`src/rtl/fir4_pkg.sv`:
```
package fir4_pkg;

  // The tap count is fixed by the folding schedule; the index width follows it.
  localparam int FIR_TAPS  = 4;
  localparam int TAP_IDX_W = $clog2(FIR_TAPS);

  typedef logic [TAP_IDX_W-1:0] tap_idx_t;

  localparam tap_idx_t TAP_FIRST = '0;
  localparam tap_idx_t TAP_LAST  = tap_idx_t'(FIR_TAPS - 1);

endpackage

```
`src/rtl/fir4_tap_seq.sv`:
```
module fir4_tap_seq
  import fir4_pkg::*;
(
  input  logic     clk,
  input  logic     rst,
  input  logic     in_valid,
  output logic     in_ready,
  output logic     accept,
  output logic     tap_active,
  output logic     tap_last,
  output tap_idx_t tap_idx
);

  tap_idx_t cnt_q;

  // The counter waits at the first tap until a sample arrives, then runs
  // through the remaining taps without stopping.
  assign in_ready   = (cnt_q == TAP_FIRST);
  assign accept     = in_ready & in_valid;
  assign tap_active = accept | (cnt_q != TAP_FIRST);
  assign tap_last   = (cnt_q == TAP_LAST);
  assign tap_idx    = cnt_q;

  always_ff @(posedge clk) begin
    if (rst) begin
      cnt_q <= TAP_FIRST;
    end else if (tap_active) begin
      cnt_q <= (cnt_q == TAP_LAST) ? TAP_FIRST : cnt_q + 1'b1;
    end
  end

endmodule

```
`src/rtl/fir4_delay_line.sv`:
```
module fir4_delay_line #(
  parameter int DATA_W = 16,
  parameter int DEPTH  = 4
) (
  input  logic                    clk,
  input  logic                    rst,
  input  logic                    shift_en,
  input  logic [DATA_W-1:0]       din,
  output logic [DEPTH*DATA_W-1:0] hist_flat
);

  logic [DATA_W-1:0] slot_q [DEPTH];

  // Slot k holds the sample accepted k acceptances ago.
  always_ff @(posedge clk) begin
    if (rst) begin
      slot_q[0] <= '0;
    end else if (shift_en) begin
      slot_q[0] <= din;
    end
  end

  for (genvar k = 1; k < DEPTH; k++) begin : g_stage
    always_ff @(posedge clk) begin
      if (rst) begin
        slot_q[k] <= '0;
      end else if (shift_en) begin
        slot_q[k] <= slot_q[k-1];
      end
    end
  end

  for (genvar k = 0; k < DEPTH; k++) begin : g_flat
    assign hist_flat[k*DATA_W +: DATA_W] = slot_q[k];
  end

endmodule

```
`src/rtl/fir4_coef_bank.sv`:
```
module fir4_coef_bank
  import fir4_pkg::*;
#(
  parameter int COEF_W = 16,
  parameter int DEPTH  = FIR_TAPS
) (
  input  logic              clk,
  input  logic              we,
  input  tap_idx_t          waddr,
  input  logic [COEF_W-1:0] wdata,
  input  tap_idx_t          raddr,
  output logic [COEF_W-1:0] rdata
);

  logic [COEF_W-1:0] coef_q [DEPTH];

  // Coefficients are configuration: they are not cleared by reset.
  for (genvar k = 0; k < DEPTH; k++) begin : g_coef
    always_ff @(posedge clk) begin
      if (we && (waddr == tap_idx_t'(k))) begin
        coef_q[k] <= wdata;
      end
    end
  end

  always_comb begin
    rdata = coef_q[raddr];
  end

endmodule

```
`src/rtl/fir4_mac.sv`:
```
module fir4_mac #(
  parameter int DATA_W = 16,
  parameter int COEF_W = 16,
  parameter int ACC_W  = 34
) (
  input  logic                     clk,
  input  logic                     rst,
  input  logic                     step_en,
  input  logic                     first_tap,
  input  logic                     last_tap,
  input  logic signed [DATA_W-1:0] sample,
  input  logic signed [COEF_W-1:0] coef,
  output logic                     res_valid,
  output logic signed [ACC_W-1:0]  res_data
);

  localparam int PROD_W = DATA_W + COEF_W;

  // Full-precision signed product, sign-extended to the accumulator width.
  function automatic logic signed [ACC_W-1:0] tap_product(
    input logic signed [DATA_W-1:0] x,
    input logic signed [COEF_W-1:0] c
  );
    logic signed [PROD_W-1:0] p;
    p = x * c;
    return ACC_W'(p);
  endfunction

  // The first tap starts a new sum; the others add onto the running sum.
  function automatic logic signed [ACC_W-1:0] accumulate(
    input logic                    start,
    input logic signed [ACC_W-1:0] running,
    input logic signed [ACC_W-1:0] prod
  );
    return start ? prod : running + prod;
  endfunction

  logic signed [ACC_W-1:0] acc_q;
  logic signed [ACC_W-1:0] prod_w;
  logic signed [ACC_W-1:0] sum_w;

  assign prod_w = tap_product(sample, coef);
  assign sum_w  = accumulate(first_tap, acc_q, prod_w);

  always_ff @(posedge clk) begin
    if (rst) begin
      acc_q     <= '0;
      res_data  <= '0;
      res_valid <= 1'b0;
    end else begin
      res_valid <= 1'b0;
      if (step_en) begin
        acc_q <= sum_w;
        if (last_tap) begin
          res_data  <= sum_w;
          res_valid <= 1'b1;
        end
      end
    end
  end

endmodule

```
`src/rtl/fir4_folded.sv`:
```
module fir4_folded
  import fir4_pkg::*;
#(
  parameter int DATA_W = 16,
  parameter int COEF_W = 16,
  parameter int ACC_W  = 34
) (
  input  logic                 clk,
  input  logic                 rst,
  input  logic                 coef_we,
  input  logic [TAP_IDX_W-1:0] coef_addr,
  input  logic [COEF_W-1:0]    coef_wdata,
  input  logic                 in_valid,
  input  logic [DATA_W-1:0]    in_sample,
  output logic                 in_ready,
  output logic                 out_valid,
  output logic [ACC_W-1:0]     out_data
);

  localparam int HIST_W = FIR_TAPS * DATA_W;

  // Named internal events, also observed by the bound checker.
  logic              accept;
  logic              tap_active;
  logic              tap_last;
  tap_idx_t          tap_idx;
  logic [HIST_W-1:0] hist_flat;
  logic [DATA_W-1:0] hist_arr [FIR_TAPS];
  logic [DATA_W-1:0] sample_sel;
  logic [COEF_W-1:0] coef_sel;
  logic              first_tap;
  logic signed [ACC_W-1:0] res_data;

  fir4_tap_seq u_seq (
    .clk        (clk),
    .rst        (rst),
    .in_valid   (in_valid),
    .in_ready   (in_ready),
    .accept     (accept),
    .tap_active (tap_active),
    .tap_last   (tap_last),
    .tap_idx    (tap_idx)
  );

  fir4_delay_line #(
    .DATA_W (DATA_W),
    .DEPTH  (FIR_TAPS)
  ) u_hist (
    .clk       (clk),
    .rst       (rst),
    .shift_en  (accept),
    .din       (in_sample),
    .hist_flat (hist_flat)
  );

  fir4_coef_bank #(
    .COEF_W (COEF_W),
    .DEPTH  (FIR_TAPS)
  ) u_coef (
    .clk   (clk),
    .we    (coef_we),
    .waddr (coef_addr),
    .wdata (coef_wdata),
    .raddr (tap_idx),
    .rdata (coef_sel)
  );

  for (genvar k = 0; k < FIR_TAPS; k++) begin : g_unpack
    assign hist_arr[k] = hist_flat[k*DATA_W +: DATA_W];
  end

  // Tap 0 runs in the accepting cycle, so it takes the incoming sample.
  // Later taps read the history, which has shifted by then: slot k is
  // exactly k samples older than the newest one.
  assign first_tap  = (tap_idx == TAP_FIRST);
  assign sample_sel = first_tap ? in_sample : hist_arr[tap_idx];

  fir4_mac #(
    .DATA_W (DATA_W),
    .COEF_W (COEF_W),
    .ACC_W  (ACC_W)
  ) u_mac (
    .clk       (clk),
    .rst       (rst),
    .step_en   (tap_active),
    .first_tap (first_tap),
    .last_tap  (tap_last),
    .sample    (sample_sel),
    .coef      (coef_sel),
    .res_valid (out_valid),
    .res_data  (res_data)
  );

  assign out_data = res_data;

endmodule

```
`config.mk`:
```
export PLATFORM = sky130hd
export DESIGN_NAME = fir4_folded
export DESIGN_NICKNAME = d
export VERILOG_FILES = /design/src/rtl/fir4_pkg.sv /design/src/rtl/fir4_tap_seq.sv /design/src/rtl/fir4_delay_line.sv /design/src/rtl/fir4_coef_bank.sv /design/src/rtl/fir4_mac.sv /design/src/rtl/fir4_folded.sv
export SDC_FILE = /design/constraint.sdc
export NUM_CORES = 1
export LEC_CHECK = 0
export BUFFER_PORTS_ARGS = -buffer_cell sky130_fd_sc_hd__buf_2
export CORE_MARGIN = 5
export CORE_UTILIZATION = 64
export DETAILED_ROUTE_END_ITERATION = 10
export GPL_ROUTABILITY_DRIVEN = 0
export HOLD_SLACK_MARGIN = 0.05
export MAX_ROUTING_LAYER = met4
export PLACE_DENSITY = 0.83
export SYNTH_ARGS = -nofsm -noshare
export SYNTH_HDL_FRONTEND = slang
export SYNTH_SLANG_ARGS = --single-unit
```
`constraint.sdc`:
```
create_clock -name clk -period 11.48 [get_ports clk]
set_input_delay 1.148 -clock clk [delete_from_list [all_inputs] [get_ports clk]]
set_output_delay 1.148 -clock clk [all_outputs]
set_load 0.05 [all_outputs]
```
==> results.rst, run 1 <==
.. list-table::
   :header-rows: 1

   * - Metric
     - Value
   * - Run status
     - finished, final reports clean
   * - Starting DRC count in detailed routing
     - 1429
   * - Slew Viols, Final
     - 0
   * - Placeable Area
     - about 30000 um^2
   * - Final Routed Wirelength
     - about 47000 um
   * - Depth of the worst hold-timing path
     - 2
   * - Sequential cell area fraction in the yosys report
     - 0.271
   * - Maximum number of buffers from clock root to sink
     - 3
   * - Min Clock Period, post-route
     - 9.90 ns
   * - Reg2Reg Depth
     - 36
   * - Critical path's top delay family
     - adder cells
   * - Met3 routed WL
     - 4070 um
   * - Largest driver fanout on the critical path
     - 30
   * - HP Class
     - reg2reg
   * - Via count of the first global-routing pass
     - 15300
   * - Non-Filler Instances
     - 2436
   * - Kind of critical path
     - reg2reg
   * - Total routing resource utilization after global routing
     - 0.293
   * - Maximum frequency from static timing analysis
     - 101 MHz
   * - Clock Skew
     - 0.0143 ns
   * - Share of flip-flops with an asynchronous set or reset
     - 0
   * - Effective utilization at floorplan
     - 0.644
   * - Crit path depth
     - 36
   * - Highest-count cells in the layout ignoring fill and taps
     - inv_1 (316), fa_1 (263), nand2_1 (226), nor2_1 (183), edfxtp_1 (128)
   * - Clock Sink Count
     - around 200
   * - Post-synth net total
     - between 2000 and 2500
   * - Gates resized, CTS repair
     - 0
   * - H-tree lvl count
     - 1
   * - EDFF count, synth
     - 128
   * - Most frequent standard cell in the layout excluding fill and tap cells
     - inv_1
   * - Worst Setup End Kind
     - flop
   * - Arrival time at the worst endpoint
     - 10.28 ns
   * - Residual DRC count
     - 0
   * - Number of endpoints failing setup at the final stage
     - 0
   * - Count of state elements after synthesis
     - 201
   * - Inserted Clock Buffers
     - 23
   * - Max_cap viols
     - 0
   * - Die Span X
     - around 180 um
   * - Met2 wire length
     - ~22000 um
   * - Number of vias after detailed routing
     - 14600
   * - Post-synthesis instance area
     - between 15000 and 20000 um^2
   * - Final worst-path cycle share
     - 0.862
   * - Number of standard-cell rows in the floorplan
     - 64
   * - Mean instance size in the synthesized netlist
     - 9.84 um^2
   * - Post-layout nets
     - between 2000 and 2500
   * - Top Metal Used
     - met4
   * - Worst path required time
     - 11.86 ns
   * - Ratio of routed vias to standard cells
     - 5.98
   * - CTS root buf
     - clkbuf_16
   * - Total Negative Setup Slacks
     - 0 ns
   * - Global-route wire length before repair
     - roughly 78000 um
   * - # placed instances
     - 2394
   * - Number of top-level pins
     - 74
   * - IO buf count
     - 73
   * - Nature of the critical path startpoint
     - flop
   * - Area of the die
     - 34200 um^2
   * - Die span in y
     - ~180 um
   * - Post-synth cell types
     - 71
   * - Hold Violations, Final
     - 0
   * - Largest net degree at the start of global routing
     - 67
   * - RSZ-0062 raised after global routing
     - no
   * - Layout area overhead
     - 7.35%
   * - Antenna violations before repair
     - 1
   * - Critical path buffers and inverters
     - 7
   * - Number of detailed-route iterations in the first pass
     - 8
   * - Clock slew at the register clock pins of the worst setup and hold paths
     - about 0.07 ns
   * - Relative slew margins
     - 0.248
   * - Number of hold buffers added after CTS
     - 0
   * - Antenna Violating Nets Remaining
     - 0
   * - HPWL reported at the end of detailed placement
     - 36300 um
   * - Worst path max stage delay
     - 0.67 ns
   * - Share of final-layout standard cells stronger than drive strength 1
     - 0.0922
   * - CTS tree
     - yes
   * - Number of instances in the synthesized netlist
     - ~2000
   * - Transition time of the tightest slew-check pin
     - 1.13 ns
   * - FILL cells
     - between 2000 and 2500
   * - Worst path most repeated cell
     - fa_1
   * - Most used DFF post-synth
     - edfxtp_1
   * - Avg WL per Cell
     - 19.1 um
   * - Setup bufs post-CTS
     - 0
   * - WL met1
     - 18100 um
   * - Standard cell with the maximum stage delay on the critical path
     - dfxtp_1
   * - Congestion Overflow GR
     - 0
   * - Yosys synthesis warning count
     - 0
   * - Clock latency reported for the late side of the worst-skew pair
     - about 0.53 ns
## sequential cells by signal (all words and copies together) (netlist names), named ones only
register / count
u_mac.res_valid: 1
u_coef.coef_q: 64
u_mac.acc_q: 34
u_seq.tap_idx: 2
u_mac.res_data: 34
u_hist.slot_q: 64
## Yosys cell counts (32+ instances only)
master | number | area, um^2
nand2_1 | 227 | 852
nor2b_1 | 32 | 200
ha_1 | 118 | 1480
fa_1 | 263 | 5270
o21ai_0 | 38 | 190
xnor2_1 | 42 | 368
inv_1 | 316 | 1190
dfxtp_1 | 73 | 1460
a21oi_1 | 81 | 405
a211oi_1 | 49 | 368
edfxtp_1 | 128 | 3840
nor2_1 | 184 | 691
clkbuf_1 | 72 | 270
and2_1 | 87 | 544
## stage by stage
| stage | utilization | setup slack [ns] | hold WS, ns | cell area [um^2] |
|---|---|---|---|---|
| final | 0.691 | 1.58 | 0.466 | 21000 |
| after global placement | 0.667 | 1.81 | 0.444 | 20300 |
| after global routing | 0.691 | 0.914 | 0.495 | 21000 |
| after CTS | 0.691 | 1.65 | 0.463 | 21000 |
| after detailed placement | 0.667 | 1.68 | 0.454 | 20300 |
| after floorplan | - | 1.78 | 0.436 | 19600 |
## worst min-delay path: cells and delay by family (launching register included)
kind	cells	cell delay, ns
DFF	1	0.32
and+or+nand+nor	1	0.05
AOI/OAI and AO/OA	1	0.05
## per-layer routing
metal,GRT usage,up-vias
met5,-,-
met4,0.110,0
met3,0.0487,180
met2,0.470,749
met1,0.379,7109
li1,-,6522
## kinds of logic (layout without fill, tap and decap cells)
family                   Yosys count  in the layout  share of synthesized area
other                              0              1                          0
multiplexers                      57             57                     0.0459
flip-flops                       201            201                      0.271
AND/OR/NAND/NOR                  603            603                      0.139
adder cells (fa/ha/maj)          381            381                      0.344
buffers and inverters            402            451                     0.0772
XOR/XNOR                          62             62                     0.0281
AO/OA/AOI/OAI                    284            284                     0.0950
## area by class of cell
class,instances,area [um^2],area share
Clock inverter,12,111,0.00529
Sequential cell,201,5310,0.252
Tap cell,396,495,0.0236
Inverter,317,1190,0.0566
Clock buffer,29,618,0.0294
Antenna cell,1,2.50,0.000119
Multi-Input combinational cell,1387,12800,0.608
Timing Repair Buffer,93,515,0.0245
## worst paths after layout
check	start	to	slack [ns]
worst max-delay path	u_seq.tap_idx[0]$_SDFFE_PP0N_	u_mac.res_data[32]$_SDFFE_PP0P_	1.58
worst min register to register	u_mac.acc_q[2]$_SDFFE_PP0N_	u_mac.acc_q[2]$_SDFFE_PP0N_	0.47
worst max register to register	u_seq.tap_idx[0]$_SDFFE_PP0N_	u_mac.res_data[32]$_SDFFE_PP0P_	1.58
worst min-delay path	u_mac.acc_q[2]$_SDFFE_PP0N_	u_mac.acc_q[2]$_SDFFE_PP0N_	0.47
Power of run 1 is left out: the tool's default activity adds up to more than one toggle a clock period on the data nets, which glitch-free logic cannot reach.
==> run 2: changes to the inputs <==
clock period = 10.06 ns   (was 11.48 ns; I/O delays follow)
==> results.rst, run 2 (synthesis results as in run 1) <==
.. list-table::
   :header-rows: 1

   * - Metric
     - Value
   * - Number of endpoints failing setup at the final stage
     - 0 (unchanged)
   * - Avg WL per Cell
     - 18.8 um (-1.5%)
   * - Die Span X
     - 185 um (unchanged)
   * - Antenna Violating Nets Remaining
     - 0 (unchanged)
   * - Arrival time at the worst endpoint
     - 9.95 ns (-0.33 ns)
   * - Nature of the critical path startpoint
     - flop
   * - Global-route wire length before repair
     - 75500 um (-2.9%)
   * - Inserted Clock Buffers
     - 23 (unchanged)
   * - Reg area
     - 5310 um^2 (about the same)
   * - Hold path startpoint
     - u_mac.acc_q[2]$_SDFFE_PP0N_
   * - Endpoint, Worst Hold
     - u_mac.acc_q[2]$_SDFFE_PP0N_
   * - CTS root buf
     - clkbuf_16
   * - Worst path required time
     - 10.45 ns (-1.41 ns)
   * - Setup bufs post-CTS
     - 0 (unchanged)
   * - Standard cell with the maximum stage delay on the critical path
     - fa_1
   * - HPWL reported at the end of detailed placement
     - 35600 um (-2.0%)
   * - Number of vias after detailed routing
     - 14300 (-1.6%)
   * - Total routing resource utilization after global routing
     - 0.284 (-0.00890)
   * - Kind of critical path
     - reg2reg
   * - RSZ-0062 raised after global routing
     - no
   * - HP Class
     - reg2reg
   * - Min Clock Period, post-route
     - 9.56 ns (-0.343 ns)
   * - Worst path max stage delay
     - 0.72 ns (+0.05 ns)
   * - Total Negative Setup Slacks
     - 0 ns (unchanged)
   * - Number of standard-cell rows in the floorplan
     - 64 (unchanged)
   * - Residual DRC count
     - 0 (unchanged)
   * - Largest net degree at the start of global routing
     - 67 (unchanged)
   * - Run status
     - finished, final reports clean
   * - Post-layout nets
     - 2446 (+0.16%)
   * - Final Routed Wirelength
     - 45900 um (-1.3%)
   * - Clock slew at the register clock pins of the worst setup and hold paths
     - 0.06 ns (about the same)
   * - Transition time of the tightest slew-check pin
     - 1.07 ns (-0.0533 ns)
   * - Combined area of the multi-input logic cells
     - 12800 um^2 (unchanged)
   * - Clock latency reported for the late side of the worst-skew pair
     - 0.54 ns (about the same)
   * - Placeable Area
     - 30400 um^2 (unchanged)
   * - Register-to-register setup slack
     - 0.50 ns (-1.08 ns)
   * - Final worst-path cycle share
     - 0.950 (+0.0877)
   * - Highest-count cells in the layout ignoring fill and taps
     - inv_1 (316), fa_1 (263), nand2_1 (226), nor2_1 (183), edfxtp_1 (128)
   * - Relative slew margins
     - 0.285 (+0.0365)
   * - Number of top-level pins
     - 74 (unchanged)
   * - Worst path most repeated cell
     - fa_1
   * - Registers with the highest flip-flop counts
     - u_coef.coef_q: 64 flops, u_hist.slot_q: 64 flops
   * - Ratio of routed vias to standard cells
     - 5.87 (-1.8%)
   * - Number of detailed-route iterations in the first pass
     - 5 (-3)
   * - Clock Skew
     - 0.0206 ns (+0.00629 ns)
   * - Clock Sink Count
     - 201 (unchanged)
   * - Reg2Reg Depth
     - 34 (-5.6%)
   * - CTS tree
     - yes
   * - Max_cap viols
     - 0 (unchanged)
   * - Layout area overhead
     - 7.79%
   * - Share of final-layout standard cells stronger than drive strength 1
     - 0.0978 (+0.00565)
   * - Depth of the worst hold-timing path
     - 2 (unchanged)
   * - IO buf count
     - 73 (unchanged)
   * - Antenna violations before repair
     - 0 (-1)
   * - Reg-to-Reg End
     - u_mac.acc_q[30]$_SDFFE_PP0N_
   * - FILL cells
     - 2232 (+3.5%)
   * - Via count of the first global-routing pass
     - 15000 (-2.0%)
   * - H-tree lvl count
     - 1 (unchanged)
   * - Congestion Overflow GR
     - 0 (unchanged)
   * - Slew Viols, Final
     - 0 (unchanged)
   * - Reg2reg start
     - u_seq.tap_idx[0]$_SDFFE_PP0N_
   * - Starting DRC count in detailed routing
     - 1326 (-7.2%)
   * - Effective utilization at floorplan
     - 0.644 (unchanged)
   * - Largest driver fanout on the critical path
     - 20 (-33%)
   * - Antenna cell count
     - 0 (-1)
   * - Area of the die
     - 34200 um^2 (unchanged)
   * - Hold Violations, Final
     - 0 (unchanged)
   * - Maximum number of buffers from clock root to sink
     - 3 (unchanged)
   * - Most frequent standard cell in the layout excluding fill and tap cells
     - inv_1
   * - Maximum frequency from static timing analysis
     - 105 MHz (+3.6%)
   * - Worst Setup End Kind
     - flop
   * - Die span in y
     - 185 um (unchanged)
-- run 2: metrics by stage --
step	setup WS [ns]	cell area, um^2	std cells	util	hold slack [ns]
CTS	0.459	21100	2440	0.694	0.465
global placement	0.732	20300	2398	0.669	0.444
detailed placement	0.540	20300	2398	0.669	0.454
finish	0.503	21100	2440	0.694	0.460
floorplan	0.358	19600	1990	-	0.436
global route	0.0338	21100	2440	0.694	0.490
-- run 2: worst max-delay path, delay by kind of cell, from the launching register on --
kind,cells,cell delay [ns]
adder cells (fa/ha/maj),8,3.92
AO/OA/AOI/OAI,13,2.65
AND/OR/NAND/NOR,6,1.24
multiplexers,1,0.51
buffers and inverters,4,0.40
flip-flops,1,0.36
XOR/XNOR,2,0.34
-- run 2: cell type report --
cell class	instances	share of cell area
multi-input cells	1387	0.606
inverters	317	0.0563
clock inverters	17	0.00841
well taps	396	0.0235
clock buffers	25	0.0281
repair buffers	97	0.0264
flip-flops and latches	201	0.251
-- run 2: what timing repair did --
item / 4_1_cts / 5_1_grt
hold buffers: 0 / 0
endpoints found under the setup margin: 0 / 4
gates resized for setup: 0 / 2
-- run 2: routing by layer --
| metal | share of wire | track usage | wire (um) | vias to the layer above |
|---|---|---|---|---|
| li1 | - | - | - | 6522 |
| met1 | 0.40 | 0.371 | 18200 | 6953 |
| met2 | 0.47 | 0.449 | 21600 | 685 |
| met3 | 0.089 | 0.0556 | 4110 | 165 |
| met4 | 0.044 | 0.101 | 2030 | 0 |
| met5 | 0 | - | 0 | - |
-- run 2: worst max-delay path by stage --
stage                                        from                         endpoint  slack, ns  depth (start not counted)
global route        u_seq.tap_idx[0]$_SDFFE_PP0N_     u_mac.acc_q[30]$_SDFFE_PP0N_       0.03                         34
CTS                                          flop     u_mac.acc_q[30]$_SDFFE_PP0N_       0.46                         33
detailed placement                           flop     u_mac.acc_q[30]$_SDFFE_PP0N_       0.54                         31
finish              u_seq.tap_idx[0]$_SDFFE_PP0N_     u_mac.acc_q[30]$_SDFFE_PP0N_       0.50                         34
floorplan           u_seq.tap_idx[1]$_SDFFE_PP0N_  u_mac.res_data[33]$_SDFFE_PP0P_       0.36                         39
global placement                             flop     u_mac.acc_q[33]$_SDFFE_PP0N_       0.73                         30
Power of run 2 is left out for the same reason.
